[src/rtl/pcm_port_pkg.sv]
// Package: shared types for the PCM serial voice port.
// Assumes: the edge flags are single-cycle pulses in the clk domain.
package pcm_port_pkg;
    typedef struct packed {
        logic rise;
        logic fall;
    } edge_t;
endpackage

[src/rtl/pcm_edge_detect.sv]
// Module: pcm_edge_detect
// Samples bclk and sync on clk and emits one-cycle edge pulses. Each pulse
// appears in the clk cycle in which the new level is first seen.
// Assumes: bclk and sync are already synchronous to clk, and bclk is at most
// a quarter of the clk rate.
module pcm_edge_detect
    import pcm_port_pkg::*;
(
    input  logic  clk,
    input  logic  rst_n,
    input  logic  bclk,
    input  logic  sync,
    output edge_t bclk_edge,
    output logic  sync_rise
);
    logic bclk_q;
    logic sync_q;

    // Remember the previous level of each strobe.
    always_ff @(posedge clk) begin
        if (!rst_n) begin
            bclk_q <= 1'b0;
            sync_q <= 1'b0;
        end else begin
            bclk_q <= bclk;
            sync_q <= sync;
        end
    end

    // Compare the current level with the remembered one.
    always_comb begin
        bclk_edge.rise = bclk & ~bclk_q;
        bclk_edge.fall = ~bclk & bclk_q;
        sync_rise      = sync & ~sync_q;
    end
endmodule

[src/rtl/pcm_rx_deser.sv]
// Module: pcm_rx_deser
// Shifts in W bits MSB first, one per falling bclk edge, after a frame start.
// The word goes to rx_data with a one-cycle rx_valid. Later bits are dropped
// until the next start.
// Assumes: start and shift are one-cycle pulses and may coincide.
module pcm_rx_deser #(
    parameter int W = 14
) (
    input  logic         clk,
    input  logic         rst_n,
    input  logic         en,
    input  logic         start,
    input  logic         shift,
    input  logic         din,
    output logic [W-1:0] rx_data,
    output logic         rx_valid
);
    localparam int CW = $clog2(W);
    localparam logic [CW-1:0] LAST = CW'(W - 1);

    logic          active;
    logic [CW-1:0] cnt;
    logic [W-1:0]  shreg;
    logic          eff_active;
    logic [CW-1:0] eff_cnt;
    logic [W-1:0]  next_word;

    // A start in the same cycle as a shift counts as bit position zero.
    always_comb begin
        eff_active = start | active;
        eff_cnt    = start ? '0 : cnt;
        next_word  = start ? {{(W-1){1'b0}}, din} : {shreg[W-2:0], din};
    end

    // Track the frame, shift bits in and deliver the finished word.
    always_ff @(posedge clk) begin
        if (!rst_n) begin
            active   <= 1'b0;
            cnt      <= '0;
            shreg    <= '0;
            rx_data  <= '0;
            rx_valid <= 1'b0;
        end else begin
            rx_valid <= 1'b0;
            if (!en) begin
                active <= 1'b0;
            end else begin
                if (start) begin
                    active <= 1'b1;
                    cnt    <= '0;
                    shreg  <= '0;
                end
                if (shift && eff_active) begin
                    shreg <= next_word;
                    if (eff_cnt == LAST) begin
                        rx_data  <= next_word;
                        rx_valid <= 1'b1;
                        active   <= 1'b0;
                    end else begin
                        cnt <= eff_cnt + 1'b1;
                    end
                end
            end
        end
    end
endmodule

[src/rtl/pcm_tx_ser.sv]
// Module: pcm_tx_ser
// Captures the word at a frame start and shows its MSB at once. Each rising
// bclk edge moves to the next bit, and the window closes after W bits.
// Outputs follow an open-drain model: slot plus pull-low.
// Assumes: a start that meets an advance in the same cycle only launches.
module pcm_tx_ser #(
    parameter int W = 14
) (
    input  logic         clk,
    input  logic         rst_n,
    input  logic         en,
    input  logic         start,
    input  logic         advance,
    input  logic [W-1:0] tx_data,
    output logic         slot,
    output logic         pull_low
);
    localparam int CW = $clog2(W);
    localparam logic [CW-1:0] LAST = CW'(W - 1);

    logic          window;
    logic [CW-1:0] cnt;
    logic [W-1:0]  shreg;

    // Load on start, step on rising bclk edges, close after the last bit.
    always_ff @(posedge clk) begin
        if (!rst_n) begin
            window <= 1'b0;
            cnt    <= '0;
            shreg  <= '0;
        end else if (!en) begin
            window <= 1'b0;
        end else if (start) begin
            window <= 1'b1;
            cnt    <= '0;
            shreg  <= tx_data;
        end else if (advance && window) begin
            if (cnt == LAST) begin
                window <= 1'b0;
            end else begin
                cnt   <= cnt + 1'b1;
                shreg <= {shreg[W-2:0], 1'b0};
            end
        end
    end

    // Pull the line low only for a zero bit inside the window.
    always_comb begin
        slot     = window;
        pull_low = window & ~shreg[W-1];
    end
endmodule

[src/rtl/pcm_voice_port.sv]
// Module: pcm_voice_port (top)
// Frame-synchronised serial port for 14-bit two's-complement voice samples.
// Input bits are taken on falling bclk edges and output bits move on rising
// edges. The sync rising edge marks the MSB in both directions.
// Assumes: bclk and sync are synchronous to clk and phase-aligned to each other.
module pcm_voice_port #(
    parameter int W = 14
) (
    input  logic         clk,
    input  logic         rst_n,
    input  logic         port_en,
    input  logic         bclk,
    input  logic         sync,
    input  logic         pcm_in,
    input  logic [W-1:0] tx_data,
    output logic [W-1:0] rx_data,
    output logic         rx_valid,
    output logic         pcm_out_slot,
    output logic         pcm_out_low
);
    import pcm_port_pkg::*;

    edge_t bclk_edge;
    logic  sync_rise;

    pcm_edge_detect i_edges (
        .clk       (clk),
        .rst_n     (rst_n),
        .bclk      (bclk),
        .sync      (sync),
        .bclk_edge (bclk_edge),
        .sync_rise (sync_rise)
    );

    pcm_rx_deser #(.W(W)) i_rx (
        .clk      (clk),
        .rst_n    (rst_n),
        .en       (port_en),
        .start    (sync_rise),
        .shift    (bclk_edge.fall),
        .din      (pcm_in),
        .rx_data  (rx_data),
        .rx_valid (rx_valid)
    );

    pcm_tx_ser #(.W(W)) i_tx (
        .clk      (clk),
        .rst_n    (rst_n),
        .en       (port_en),
        .start    (sync_rise),
        .advance  (bclk_edge.rise),
        .tx_data  (tx_data),
        .slot     (pcm_out_slot),
        .pull_low (pcm_out_low)
    );
endmodule

[config.mk]
export PLATFORM = sky130hd
export DESIGN_NAME = pcm_voice_port
export DESIGN_NICKNAME = d
export VERILOG_FILES = /design/src/rtl/pcm_port_pkg.sv /design/src/rtl/pcm_edge_detect.sv /design/src/rtl/pcm_rx_deser.sv /design/src/rtl/pcm_tx_ser.sv /design/src/rtl/pcm_voice_port.sv
export SDC_FILE = /design/constraint.sdc
export NUM_CORES = 1
export LEC_CHECK = 0
export BUFFER_PORTS_ARGS = -buffer_cell sky130_fd_sc_hd__buf_4
export CAP_MARGIN = 20
export CORE_AREA = 3 3 77 79
export CTS_BUF_LIST = sky130_fd_sc_hd__clkbuf_16
export DETAILED_ROUTE_END_ITERATION = 10
export DIE_AREA = 0 0 80 82
export PLACE_DENSITY = 0.75
export SYNTH_ARGS = -nofsm -noshare
export SYNTH_HDL_FRONTEND = slang
export SYNTH_HIERARCHICAL = 1
export SYNTH_SLANG_ARGS = --single-unit
export TNS_END_PERCENT = 5
[constraint.sdc]
create_clock -name clk -period 2.2 [get_ports clk]
set_clock_uncertainty 0.15 [all_clocks]
set_input_delay 0.11 -clock clk [delete_from_list [all_inputs] [get_ports clk]]
set_output_delay 0.11 -clock clk [all_outputs]
set_load 0.005 [all_outputs]
==> summary.txt, run 1 <==
Critical path
  • Max incr delay on CP: 0.53 ns
  • Crit-path max FO: 29
  • Reg2reg start: i_edges/sync_q
  • WP data arrival: 2.09 ns
  • R2r setup slk: 0.33 ns
  • Worst path cell trace: dlygate4sd3_1 > buf_4 > nor2b_4 > buf_4 > nand4b_2 > nor3b_4 > buf_12 > nor2_1 > a211oi_2
  • Critical path endpoint category: register
  • Worst Path Buf+Inv: 4
  • CP Class: input port to register
  • Most frequent CP cell: buf_4
  • R2R cell count: 7
  • CP top delay family: buffers and inverters
  • Slowest cell on the critical path: dlygate4sd3_1
  • Levels on crit path: 9
  • Crit path required time: 2.27 ns
  • Reg-to-reg endpoint: i_tx/shreg[8]
  • Startpoint types: input port

Floorplan
  • I/O pins: 37
  • Die Ht: 82 um
  • Area of the die: 6560 um2
  • Die X: 80 um
  • Rows: 27
  • Starting Density: 44.1%
  • Core area: 5410 um2

Synthesis
  • Commonest cells post-synth: dfxtp_1 (54), nor2_1 (26), a21oi_1 (21)
  • Sequential area share after synthesis: 45.4%
  • Synthesized cell area: 2380 um2
  • Synth cell types: 43
  • Ys flop type: dfxtp_1
  • Synth Warn #: 6
  • Synth area leader: dfxtp_1
  • EDFF count, synth: 0
  • Mapped Nets: 277
  • Synthesized area per cell: 9.38 um2
  • Synth top area cells: dfxtp_1 (45%), mux2i_1 (5.9%), a21oi_1 (4.4%)
  • Async S/R FF share, synth: 0%
  • Yosys reg bits: 54
  • Post-Synthesis Cells: 254
  • Most frequent cell after synthesis: dfxtp_1
  • Top-area cell type share of the netlist area: 45.4%

Pwr
  • Sw Share: 24.2%
  • Clk pwr share: 40.6%
  • Psw: 486 uW
  • Pwr/cell area: 681 nW/um2
  • Internal Power: 1.52 mW
  • Maximum vdd drop: 0.333 mV
  • Register share of total power: 50.4%
  • Static Leak: 1.11 nW
  • Logic gate share of total power: 9.0%

Hold path
  • Endpoint with the worst hold slack: i_rx/active
  • Worst Hold Path Cells: 3
  • Hold Startpoint: port_en
  • Hold Crit Class: input port to register

Route
  • Drt wl/cell: 13.4 um
  • Router iterations before antenna repair: 5
  • Routed WL: 4890 um
  • Via/cell ratio: 5.40
  • Via Count: 1975
  • # DRC: 0
  • Initial DRC count: 109
  • Antenna Nets Post-Route: 0

CTS
  • CTS tree: built
  • Post-CTS Repair Setup Buffers: 0
  • CTS sink cnt: 54
  • CTS Buf Count: 5
  • Clk slew on worst S/H paths: 0.07 ns
  • CTS HTree Levels: 2
  • Worst-skew pair later-pin latency: 0.30 ns
  • CTS Buffer Depth: 2
  • CTS Root Cell: clkbuf_16

Place
  • Placed Area: 2710 um2
  • Dpl hpwl: 3190 um
  • Final Wtd Congestion: 0.789
  • IO Port Bufs: 36

Global route
  • All-layer global routing usage: 16.1%
  • Overflow after GRT: 0
  • Initial antenna violation count: 0
  • Largest net degree at the start of global routing: 32
  • Vias in the first global route: 1805
  • First-pass GRT wire length: 8280 um

Cells and area
  • Layout cell share with drive strength beyond 1: 23.1%
  • Final Util: 54.6%
  • Fill cell count: 496
  • # diodes: 0
  • Area grow syn2layout: 23.9%
  • Post-route cell area: 2950 um2
  • # nets final: 316

STA
  • Final Slew Violations: 0
  • Rel. slew slack: 55.2%
  • Worst slew pin tran: 0.670 ns
  • Setup violators final: 0
  • Fmax: 495 MHz
  • Period utilization: 91.8%
  • Minimum clock period: 2.02 ns
  • Endpoints failing hold: 0
  • RSZ-0062 raised after global routing: no
  • Setup TNS: 0 ns

Outcome
  • Status: completed

Flow run
  • # Max-Cap Violations: 0
-- power groups by stage --
stage	combinational, mW	clock (mW)	sequential [mW]
finish	0.181	0.816	1.01
global route	0.201	0.875	1.02
CTS	0.180	0.847	1.01
detailed placement	0.170	0	1.03
global placement	0.165	0	1.03
floorplan	0.117	0	1.03
-- worst min-delay path, stage by stage --
cell      delay [ns]
buf_4           0.17
o211ai_1        0.09
a21oi_1         0.04
-- cell type report --
class | instances | area, um2 | share of cell area [%]
Sequential cell | 54 | 1080 | 36.6
Clock inverter | 3 | 28.8 | 0.975
Inverter | 4 | 15.0 | 0.509
Tap cell | 72 | 90.1 | 3.05
Multi-Input combinational cell | 174 | 1170 | 39.8
Clock buffer | 5 | 125 | 4.24
Timing Repair Buffer | 54 | 438 | 14.8
-- what timing repair did --
| action | in CTS | in global routing |
|---|---|---|
| gates resized for setup | 0 | 3 |
| hold buffers | 8 | 0 |
| endpoints found under the hold margin | 6 | 0 |
| setup endpoints to repair | 0 | 24 |
-- routing by layer --
metal  up-vias  global-route usage, %  routed length [um]  part of all wire, %
met5         -                      0                   0                    0
met4         0                   6.59                  57                  1.2
met3         5                   4.50                 246                  5.0
met2        37                   26.4                2260                   46
met1       911                   20.0                2320                   47
li1       1022                      -                   -                    -
-- flip-flops by register name (all words and copies together), names as in the netlist --
signal	flops
i_rx/rx_valid	1
i_edges/sync_q	1
i_rx/shreg	13
i_rx/cnt	4
i_tx/slot	1
i_edges/bclk_q	1
i_rx/rx_data	14
i_tx/cnt	4
i_tx/shreg	14
i_rx/active	1
-- per-stage QoR --
step | instances | hold WS [ns] | setup WS [ns] | total power [mW]
after floorplan | 254 | 0.0817 | 0.163 | 1.15
after global placement | 350 | 0.179 | 0.342 | 1.20
final | 366 | 0.0152 | 0.180 | 2.01
after global routing | 366 | 0.0302 | 0.0164 | 2.09
after detailed placement | 350 | 0.178 | 0.260 | 1.20
after CTS | 366 | 0.00321 | 0.0569 | 2.04
-- cells by family (layout without fill, tap and decap cells) --
logic type / Yosys count / after routing / synth area share [%]
AO/OA/AOI/OAI: 78 / 78 / 23.3
adder cells (fa/ha/maj): 3 / 3 / 1.58
buffers and inverters: 26 / 66 / 5.99
flip-flops: 54 / 54 / 45.4
multiplexers: 14 / 14 / 5.88
AND/OR/NAND/NOR: 79 / 79 / 17.9
-- cells in the final DEF, fill, tap and decap left out, types with 4 or more instances in the layout --
cell type      instances
a211oi_1               5
a211oi_2               8
a21oi_1               21
a32oi_1               12
buf_4                 45
clkbuf_16              5
dfxtp_1               54
dlygate4sd3_1          8
mux2i_1               14
nand2_1                7
nand3_1               17
nor2_1                26
nor2b_1                6
o211ai_1               4
o21ai_0               14
-- worst max-delay path by stage --
stage	start	endpoint	slack, ns
3_3_place_gp	i_edges/sync_q	i_tx/shreg[2]	0.34
3_5_place_dp	i_edges/sync_q	i_tx/shreg[8]	0.26
2_1_floorplan	i_edges/sync_q	i_rx/cnt[1]	0.16
5_1_grt	sync	i_tx/shreg[10]	0.02
4_1_cts	sync	i_rx/cnt[2]	0.06
6_report	sync	i_tx/shreg[8]	0.18
(Power assumes the default switching activity.)
==> run 2, diff against run 1 <==
REMOVE_ABC_BUFFERS = 1   (was not set)
==> summary.txt, run 2 (synthesis gave the netlist of run 1 again) <==
Cells and area
  • Multi-input logic area: 1170 um2 (-0.43%)
  • Fill cell count: 523 (+5.4%)
  • Area grow syn2layout: 22.3%
  • # nets final: 314 (-0.63%)
  • # diodes: 0 (unchanged)
  • FF+latch area: 1080 um2 (unchanged)
  • Most common cell after layout, fill and taps aside: dfxtp_1
  • Layout cell share with drive strength beyond 1: 23.0% (-0.11 points)
  • Most frequent cells in the layout: dfxtp_1 (54), buf_4 (45), nor2_1 (26)
  • Largest registers: i_rx/rx_data x14, i_tx/shreg x14, i_rx/shreg x13

Floorplan
  • Starting Density: 44.1% (unchanged)
  • Rows: 27 (unchanged)
  • Area of the die: 6560 um2 (unchanged)
  • I/O pins: 37 (unchanged)
  • Die Ht: 82 um (unchanged)
  • Core area: 5410 um2 (unchanged)
  • Die X: 80 um (unchanged)

STA
  • Worst hold slack: 0.0196 ns (+0.00440 ns)
  • RSZ-0062 raised after global routing: yes
  • Setup violators final: 0 (unchanged)
  • Worst slew pin tran: 0.705 ns (+0.0349 ns)
  • Final Slew Violations: 0 (unchanged)
  • Setup TNS: 0 ns (unchanged)
  • Minimum clock period: 2.05 ns (+0.0303 ns)
  • Fmax: 488 MHz (-1.5%)
  • Period utilization: 93.2% (+1.4 points)
  • Rel. slew slack: 52.8% (-2.3 points)
  • Endpoints failing hold: 0 (unchanged)

Critical path
  • Critical path endpoint category: register
  • CP Class: input port to register
  • Crit path required time: 2.22 ns (-0.05 ns)
  • WP data arrival: 2.07 ns (-0.02 ns)
  • Crit-path max FO: 14 (-52%)
  • Startpoint types: input port

Global route
  • Overflow after GRT: 0 (unchanged)
  • Largest net degree at the start of global routing: 32 (unchanged)
  • All-layer global routing usage: 15.5% (-0.66 points)
  • Initial antenna violation count: 0 (unchanged)
  • First-pass GRT wire length: 8120 um (-1.9%)
  • Vias in the first global route: 1852 (+2.6%)

Flow run
  • # Max-Cap Violations: 0 (unchanged)

Hold path
  • Hold Crit Class: input port to register

Route
  • Antenna Nets Post-Route: 0 (unchanged)
  • Router iterations before antenna repair: 4 (-1)
  • Initial DRC count: 102 (-6.4%)
  • # DRC: 0 (unchanged)
  • Routed WL: 4880 um (-0.27%)
  • Drt wl/cell: 13.4 um (+0.56%)
  • Via/cell ratio: 5.57 (+3.3%)
  • Via Count: 2023 (+2.4%)

Pwr
  • PnR Total Power: 1.95 mW (-3.1%)
  • Logic gate share of total power: 9.1% (about the same)
  • Psw: 448 uW (-8.0%)
  • Internal Power: 1.50 mW (-1.5%)
  • Maximum vdd drop: 0.427 mV (+28%)
  • Clk pwr share: 38.8% (-1.8 points)
  • Register share of total power: 52.0% (+1.6 points)
  • Pwr/cell area: 668 nW/um2 (-1.8%)
  • Sw Share: 23.0% (-1.2 points)
  • Static Leak: 1.08 nW (-2.3%)

CTS
  • Worst-skew pair later-pin latency: 0.29 ns (about the same)
  • CTS sink cnt: 54 (unchanged)
  • Clk slew on worst S/H paths: 0.07 ns (about the same)
  • CTS Root Cell: clkbuf_16
  • CTS Buffer Depth: 2 (unchanged)
  • CTS tree: built
  • CTS HTree Levels: 2 (unchanged)
  • Post-CTS Repair Setup Buffers: 0 (unchanged)
  • CTS Buf Count: 5 (unchanged)

Place
  • IO Port Bufs: 36 (unchanged)
  • Final Wtd Congestion: 0.803 (+1.7%)
  • Dpl hpwl: 3220 um (+1.0%)

Outcome
  • Status: completed
run 2: cell count changes in the layout (fill, tap and decap cells not counted), sizes merged:
cell / before / now
clkinv: 2 / 1
clkinvlp: 0 / 2
dlygate4sd3: 8 / 6
inv: 5 / 3
run 2: repair_timing:
item	CTS	global route
resized for setup	0	1
hold buffers	6	0
endpoints found under the hold margin	6	0
endpoints found under the setup margin	0	13
run 2: per-layer routing:
metal / vias to the layer above / part of all wire [%] / GRT usage [%]
met3: 7 / 5.6 / 3.29
met4: 0 / 1.2 / 5.74
met5: - / 0 / 0
li1: 1015 / - / -
met1: 950 / 47 / 19.1
met2: 51 / 47 / 26.6
run 2: worst paths after layout:
kind / start / cells after the start / endpoint / slack, ns
max: sync / 7 / i_rx/rx_data[0] / 0.15
min: tx_data[4] / 3 / i_tx/shreg[4] / 0.02
max reg2reg: i_edges/sync_q / 7 / i_tx/shreg[2] / 0.35
min reg2reg: i_tx/shreg[0] / 2 / i_tx/shreg[0] / 0.30
run 2: critical path: stages:
cell           delay, ns
dlygate4sd3_1       0.53
buf_4               0.13
nor2b_2             0.18
buf_4               0.18
nand4b_1            0.52
o21ai_0             0.32
a21oi_1             0.09
run 2: final cells by class:
cell class                 instances  share of cell area [%]
multi-input combinational        174                    40.1
clock buffer                       5                    4.30
sequential                        54                    37.1
tap                               72                    3.09
inverter                           4                   0.515
clock inverter                     2                   0.515
timing repair buffer              52                    14.3
run 2: power by group through the flow:
| stage | clock (mW) | combinational [mW] | sequential [mW] |
|---|---|---|---|
| 2_1_floorplan | 0 | 0.101 | 1.03 |
| 3_3_place_gp | 0 | 0.167 | 1.03 |
| 3_5_place_dp | 0 | 0.169 | 1.04 |
| 4_1_cts | 0.781 | 0.178 | 1.01 |
| 5_1_grt | 0.808 | 0.195 | 1.02 |
| 6_report | 0.756 | 0.178 | 1.01 |
run 2: through the flow:
step	utilization, %	std cells	worst slack [ns]	instance area, um2
CTS	53.9	363	0.0862	2910
detailed placement	50.2	350	0.303	2710
finish	53.9	363	0.149	2910
floorplan	-	232	-1.68	2250
global route	53.9	363	-0.0352	2910
global placement	50.2	350	0.362	2710
